[src/rtl/ptp_time_pkg.sv]
package ptp_time_pkg;
  localparam longint unsigned NS_PER_SEC = 64'd1_000_000_000;
  localparam int unsigned     MAP_AW     = 12;
  localparam logic [MAP_AW-1:0] OFS_NSEC = 12'hF10;
  localparam logic [MAP_AW-1:0] OFS_STEP = 12'hF18;
  localparam logic [MAP_AW-1:0] OFS_SECS = 12'hFD0;
endpackage

[src/rtl/ptp_ns_advance.sv]
module ptp_ns_advance
  import ptp_time_pkg::*;
#(
  parameter int unsigned NS_W = 64
) (
  input  logic              split,
  input  logic [NS_W-1:0]   ns_cur,
  input  logic [NS_W/2-1:0] step,
  output logic [NS_W-1:0]   ns_next,
  output logic              carry
);
  localparam int unsigned HALF = NS_W / 2;

  logic [HALF:0] sum;
  logic [HALF:0] sum_adj;
  logic          wrap;

  always_comb begin
    sum     = {1'b0, ns_cur[HALF-1:0]} + {1'b0, step};
    wrap    = (sum >= (HALF+1)'(NS_PER_SEC));
    sum_adj = wrap ? (sum - (HALF+1)'(NS_PER_SEC)) : sum;
    if (split) begin
      ns_next = NS_W'(sum_adj[HALF-1:0]);
      carry   = wrap;
    end else begin
      ns_next = ns_cur + NS_W'(step);
      carry   = 1'b0;
    end
  end
endmodule

[src/rtl/ptp_flat_conv.sv]
module ptp_flat_conv
  import ptp_time_pkg::*;
#(
  parameter int unsigned NS_W = 64
) (
  input  logic            split,
  input  logic [NS_W-1:0] stamp,
  output logic [NS_W-1:0] flat
);
  localparam int unsigned HALF = NS_W / 2;

  logic [NS_W-1:0] whole_ns;

  always_comb begin
    whole_ns = NS_W'(stamp[NS_W-1:HALF]) * NS_W'(NS_PER_SEC);
    flat     = split ? (whole_ns + NS_W'(stamp[HALF-1:0])) : stamp;
  end
endmodule

[src/rtl/ptp_reg_read.sv]
module ptp_reg_read
  import ptp_time_pkg::*;
#(
  parameter int unsigned NS_W = 64
) (
  input  logic [MAP_AW-1:0] addr,
  input  logic [NS_W-1:0]   ns_val,
  input  logic [NS_W/2-1:0] step_val,
  input  logic [NS_W/2-1:0] sec_val,
  output logic [NS_W-1:0]   rdata
);
  always_comb begin
    unique case (addr)
      OFS_NSEC: rdata = ns_val;
      OFS_STEP: rdata = NS_W'(step_val);
      OFS_SECS: rdata = NS_W'(sec_val);
      default:  rdata = '0;
    endcase
  end
endmodule

[src/rtl/ptp_sec_ns_clock.sv]
module ptp_sec_ns_clock
  import ptp_time_pkg::*;
#(
  parameter int unsigned NS_W      = 64,
  parameter int unsigned STEP_INIT = 4
) (
  input  logic              clk,
  input  logic              rst_n,
  input  logic              fmt_split,
  input  logic              reg_we,
  input  logic [MAP_AW-1:0] reg_addr,
  input  logic [NS_W-1:0]   reg_wdata,
  output logic [NS_W-1:0]   reg_rdata,
  input  logic              cap_stb,
  output logic [NS_W-1:0]   cap_ts,
  input  logic [NS_W-1:0]   conv_in,
  output logic [NS_W-1:0]   conv_out
);
  localparam int unsigned HALF = NS_W / 2;

  logic [NS_W-1:0] ns_q, ns_d, adv_ns;
  logic [HALF-1:0] sec_q, sec_d;
  logic [HALF-1:0] inc_q, inc_d;
  logic [NS_W-1:0] cap_d;
  logic            mode_q;
  logic            adv_carry;
  logic            wr_ns, wr_sec, wr_inc, ns_wr_ok, inc_en, enter_split;

  ptp_ns_advance #(.NS_W(NS_W)) u_adv (
    .split   (fmt_split),
    .ns_cur  (ns_q),
    .step    (inc_q),
    .ns_next (adv_ns),
    .carry   (adv_carry)
  );

  ptp_reg_read #(.NS_W(NS_W)) u_rd (
    .addr     (reg_addr),
    .ns_val   (ns_q),
    .step_val (inc_q),
    .sec_val  (sec_q),
    .rdata    (reg_rdata)
  );

  ptp_flat_conv #(.NS_W(NS_W)) u_conv (
    .split (fmt_split),
    .stamp (conv_in),
    .flat  (conv_out)
  );

  // next-state logic
  always_comb begin
    wr_ns       = reg_we && (reg_addr == OFS_NSEC);
    wr_sec      = reg_we && (reg_addr == OFS_SECS);
    wr_inc      = reg_we && (reg_addr == OFS_STEP);
    ns_wr_ok    = !fmt_split || (reg_wdata < NS_W'(NS_PER_SEC));
    inc_en      = wr_inc && (reg_wdata < NS_W'(NS_PER_SEC));
    inc_d       = reg_wdata[HALF-1:0];
    enter_split = fmt_split && !mode_q;

    ns_d  = adv_ns;
    sec_d = sec_q + HALF'(adv_carry);
    if (wr_ns && ns_wr_ok) begin
      ns_d  = fmt_split ? NS_W'(reg_wdata[HALF-1:0]) : reg_wdata;
      sec_d = sec_q;
    end else if (enter_split) begin
      ns_d  = '0;
      sec_d = sec_q;
    end
    if (wr_sec) begin
      sec_d = reg_wdata[HALF-1:0];
    end

    cap_d = fmt_split ? {sec_q, ns_q[HALF-1:0]} : ns_q;
  end

  // time fields, advance every cycle
  always_ff @(posedge clk or negedge rst_n) begin
    if (!rst_n) begin
      ns_q   <= '0;
      sec_q  <= '0;
      mode_q <= 1'b1;
    end else begin
      ns_q   <= ns_d;
      sec_q  <= sec_d;
      mode_q <= fmt_split;
    end
  end

  // step register, enabled by a valid write
  always_ff @(posedge clk or negedge rst_n) begin
    if (!rst_n) begin
      inc_q <= HALF'(STEP_INIT);
    end else if (inc_en) begin
      inc_q <= inc_d;
    end
  end

  // capture register, enabled by the strobe
  always_ff @(posedge clk or negedge rst_n) begin
    if (!rst_n) begin
      cap_ts <= '0;
    end else if (cap_stb) begin
      cap_ts <= cap_d;
    end
  end
endmodule

[config.mk]
export PLATFORM = sky130hd
export DESIGN_NAME = ptp_sec_ns_clock
export DESIGN_NICKNAME = d
export VERILOG_FILES = /design/src/rtl/ptp_time_pkg.sv /design/src/rtl/ptp_ns_advance.sv /design/src/rtl/ptp_flat_conv.sv /design/src/rtl/ptp_reg_read.sv /design/src/rtl/ptp_sec_ns_clock.sv
export SDC_FILE = /design/constraint.sdc
export NUM_CORES = 2
export LEC_CHECK = 0
export BUFFER_PORTS_ARGS = -buffer_cell sky130_fd_sc_hd__buf_2
export CORE_MARGIN = 2
export CORE_UTILIZATION = 40
export DETAILED_ROUTE_END_ITERATION = 12
export GPL_TIMING_DRIVEN = 0
export PLACE_DENSITY = 0.64
export SLEW_MARGIN = 10
export SYNTH_ARGS = -nofsm -noshare
export SYNTH_HDL_FRONTEND = slang
export SYNTH_SLANG_ARGS = --single-unit
[constraint.sdc]
create_clock -name clk -period 18.6 [get_ports clk]
set_input_delay 0.93 -clock clk [delete_from_list [all_inputs] [get_ports clk]]
set_output_delay 0.93 -clock clk [all_outputs]
set_load 0.02 [all_outputs]
======== Word level (Yosys, flattened, before mapping) ========
Index checks and enable logic that the tools add are counted.
Widths: inputs -> output; s select.
word-level totals
  flip-flop bits (word level) ............. 193
  input port bits ......................... 145
  output and inout port bits .............. 192
  word-level logic and storage cells ...... 40
operators by class
  add/subtract/negate cells ............... 5
  multiply operators ...................... 1
  $lt $le $gt $ge ......................... 2
  eq/ne operators ......................... 5
  multiplexer cells ....................... 12
  reduce and logical (&&, ||, !) cells .... 10
operators with widths
  cell                    number
  $mux 64                 6
  $pmux 64 s3             1
  $mux 32                 4
  $add 64x32->64          1
  $lt 64x30->1 const B    1
  $add 62x32->63          1
  $mul 32x21->53 const B  1
  $eq 12x12->1 const B    3
  $add 32x32->33          1
  $ge 33x30->1 const B    1
  $add 32x1->32           1
  $sub 32x30->32 const B  1
  $logic_and 1x1->1       6
  $ne 2x2->1 const B      2
  $logic_not 1->1         2
  $reduce_and 2->1        1
  $logic_or 1x1->1        1
  $mux 1                  1

======== Depth between registers and ports, before layout ========
  word-level depth ........................ 7
  mapped depth ............................ 32
  depth with buffers taken out ............ 30

======== Hierarchy ========
Synthesis repeated with hierarchy kept, for this count alone.
second synthesis, totals
  cell total of the unflattened synthesis .. 3222
  area, all modules ....................... 30147.7 um^2
modules (own cells, without submodules)
  module            times used  cells each  area each (um^2)  seq. area each (um^2)
  ptp_flat_conv     1           1814        16550.9           0.0
  ptp_sec_ns_clock  1           703         8499.4            4832.1
  ptp_ns_advance    1           548         3764.9            0.0
  ptp_reg_read      1           157         1332.5            0.0

======== Worst setup path before layout ========
OpenSTA, ideal clock, no wires.
  path type ............................... input -> output
  from .................................... in conv_in[37]
  to ...................................... out conv_out[56]
  data arrival time ....................... 8.136 ns
  data required time ...................... 17.670 ns
  slack ................................... 9.534 ns
  stages on the path ...................... 24
  path buffers ............................ 2
  cell sequence ........................... inv_1 -> fa_1 -> fa_1 -> fa_1 -> fa_1 -> fa_1 -> inv_1 -> fa_1 -> inv_1 -> fa_1 -> inv_1 -> ha_1 -> buf_2 -> a21oi_1 -> o21ai_0 -> a211oi_1 -> o21ai_2 -> a31oi_1 -> xnor2_1 -> nand4b_4 -> or4b_4 -> buf_6 -> or4_1 -> a31oi_1
on the way
  longest elaborated chain between the ends .. 3
RTL lines
  element         line                    RTL
  from (decl)     ptp_sec_ns_clock.sv:16  input logic [NS_W-1:0] conv_in,
  $mul 32x21->53  ptp_flat_conv.sv:15     whole_ns = NS_W'(stamp[NS_W-1:HALF]) * NS_W'(NS_PER_SEC);
  $add 62x32->63  ptp_flat_conv.sv:16     flat = split ? (whole_ns + NS_W'(stamp[HALF-1:0])) : stamp;
  $mux 64         ptp_flat_conv.sv:16
  to (decl)       ptp_sec_ns_clock.sv:17  output logic [NS_W-1:0] conv_out
Every way passes these cells.

======== Worst setup path in the final report ========
  from .................................... in conv_in[33]
  to ...................................... out conv_out[50]
Same word-level chain as after synthesis.

==> summary.md <==
| Metric | Value |
|---|---|
| Reg2reg start | ns_q[0] |
| Routed WL | 95,700 um |
| Synthesized cell area | 28,600 sq um |
| Number of nets in the layout | 4,309 |
| Final period utilization | 58.4% |
| Multi-input gate area | approximately 22,000 sq um |
| Synth Warn # | 0 |
| CTS Root Cell | clkbuf_16 |
| Register area | 4830 sq um |
| H-tree depth | 4 |
| Final Hold Vio Count | 0 |
| CTS buffer count | 17 |
| Final setup fails | 0 |
| Hold_buf cts | 0 |
| Via-to-Cell Ratio | 5.53 |
| Die X | 272 um |
| # fillers | around 7k |
| Path type of the worst setup path | primary input to primary output |
| Post-CTS resize count | 0 |
| Peak Freq | 0.0921 GHz |
| CP max FO | 9 |
| Longest Clk Path Bufs | 2 |
| Fin crit period | between 10,000 and 15,000 ps |
| CP Capture Type | primary output |
| Global route overflow | 0 |
| Net count after synthesis | 3,964 |
| Initial antenna violation count | 3 |
| Critical Path Source Type | primary input |
| Register area share after synthesis | 16.9% |
| Post-CTS setup buffer count | 0 |
| First-pass GRT wire length | 148,000 um |
| I/O pins | 337 |
| Die height | 272 um |
| FF+latch count, synth | roughly 190 |
| Top_reg_cell synth | dfrtp_1 |
| Finished Layout Cells | 4,493 |
| Crit. Startpoint | conv_in[33] |
| Clock Sinks | between 150 and 200 |
| ANT nets after route | 0 |
| TritonCTS clock tree | built |
| Min-delay worst type | primary input to asynchronous set/reset pin |
| Max cap viols | 0 |
| Avg Cell Area, Syn | roughly 9 sq um |
| GR Util All Layers | 26.0% |
| Worst Path Arrival | between 9000 and 10,000 ps |
| WL per Instance | between 20 and 25 um |
| DIE AREA | 73,800 sq um |
| Initial Util | 40.2% |
| Slew margin rel. | 24.7% |
| CORE AREA | 71,200 sq um |
| Slew Viols, Final | 0 |
| Clk_lat worst skew | between 400 and 500 ps |
| Cell variety after synth | between 100 and 150 |
| Worst Hold Slack | 505 ps |
| PortBufs | 325 |
| Clock transition at path regs | about 80 ps |
| Status | complete, no violations |
| Number of global-route vias before repair | 24.9k |
| Via count | 24.9k |
| DRC | 0 |
| Inst Count DP | 4,458 |
| Syn Inst Count | 3,182 |
| Layout cells sized above 1 | 14.4% |
| Ys async rst share | 100% |
| Worst endpoint required time | ~18,000 ps |
| Drt initial violations | 2,083 |
| Setup TNS Final | 0 ps |
| Clk_skew | 11.7 ps |
| Syn-to-layout area delta | 12.2% |
| Row cnt | 98 |
| DR pass1 iterations | 6 |
| Largest net degree at the start of global routing | 103 |
| Post-place setup slack | 7940 ps |
| RSZ-0062 raised after global routing | no |
| Worst-margin pin slew | 1120 ps |
| Detailed Place HPWL | 80,700 um |
| Number of synthesized flops with an enable pin | 0 |
| Worst setup slack after layout | roughly 7700 ps |
| GP Congestion | 0.977 |
## routing by layer
layer / track usage, % / up-vias / routed length, um
met2: 41.4 / 900 / 43600
met5: 0 / - / 13
met3: 4.33 / 142 / 7110
met1: 36.5 / 12300 / 42300
met4: 7.07 / 2 / 2740
li1: - / 11600 / -
## critical path, cell delays in order
cell      delay (ps)
buf_2            220
inv_1            230
fa_1             610
fa_1             450
fa_1             540
fa_1             530
fa_1             540
fa_1             580
inv_1             70
fa_1             460
ha_1             290
clkbuf_2         170
a21oi_1          320
o21ai_0          340
a31oi_2          410
xnor2_1          150
ha_1             330
o21a_1           120
nor2_1            40
a21oi_1          490
nand4_1          300
nor2_1           580
a21oi_1          150
o31ai_1          760
buf_2            300
## kinds of logic after synthesis
kind of cell	after synthesis	share of synthesized area (%)
adders and majority gates	637	36.1
DFF	193	16.9
muxes	158	5.87
AOI/OAI and AO/OA	654	14.8
xor gates and xnor gates	154	4.71
buffers and inverters	594	8.05
and+or+nand+nor	792	13.7
## final cells by class
class,count,area share [%]
flip-flops and latches,193,15.0
well taps,950,3.70
inverters,469,5.48
clock inverters,13,0.553
plain buffers,125,1.70
repair buffers,326,5.18
clock buffers,19,1.38
diodes,3,0.0234
multi-input cells,2395,66.9
## layout by cell type (no fill, tap or decap), types with 83 or more instances in the layout
cell type | netlist | final
nand2_1 | 218 | 218
clkbuf_1 | 92 | 93
buf_2 | 8 | 332
a21oi_1 | 206 | 206
dfrtp_1 | 191 | 191
o21ai_0 | 146 | 146
xnor2_1 | 83 | 83
inv_1 | 468 | 468
nor2_1 | 213 | 213
fa_1 | 314 | 314
ha_1 | 323 | 323
## cells in the mapped netlist, types with 18 or more instances
cell      instances  area share [%]
o211ai_1         23            0.60
nand3_1          66             1.2
fa_1            314              22
nand4_1          52             1.1
and3_1           30            0.66
a21o_1           57             1.5
xor2_1           71             2.2
a211oi_1         20            0.52
a31oi_1          23            0.50
a21oi_1         206             3.6
nor3_1           44            0.77
mux2_2           80             3.1
o21a_1           18            0.47
ha_1            323              14
and2_1           42            0.92
mux2i_1          78             2.7
xnor2_1          83             2.5
dfrtp_1         191              17
nand2_1         218             2.9
nor2_1          213             2.8
clkbuf_1         92             1.2
o21ai_0         146             2.6
inv_1           468             6.1
## registers in the layout, summed over array words and instances, names as in the netlist
register  count
sec_q        32
inc_q        32
mode_q        1
ns_q         64
cap_ts       64
## final timing paths
check | endpoint | slack [ps] | depth (start not counted)
setup / recovery | conv_out[50] | 7740 | 25
hold / removal | ns_q[6] | 510 | 1
setup reg to reg | sec_q[30] | 12270 | 22
hold reg to reg | cap_ts[8] | 510 | 1
max in group asynchronous | ns_q[62] | 17110 | 2
min in group clk | cap_ts[8] | 510 | 1
## metrics by stage
step,area (sq um),utilization [%]
3_5_place_dp,31500,44.2
4_1_cts,32100,45.1
6_report,32100,45.1
5_1_grt,32100,45.1
2_1_floorplan,28600,-
3_3_place_gp,31500,44.2
Power is not shown: default switching activity piles up to over one toggle a cycle in this logic, so the estimate is an artifact.
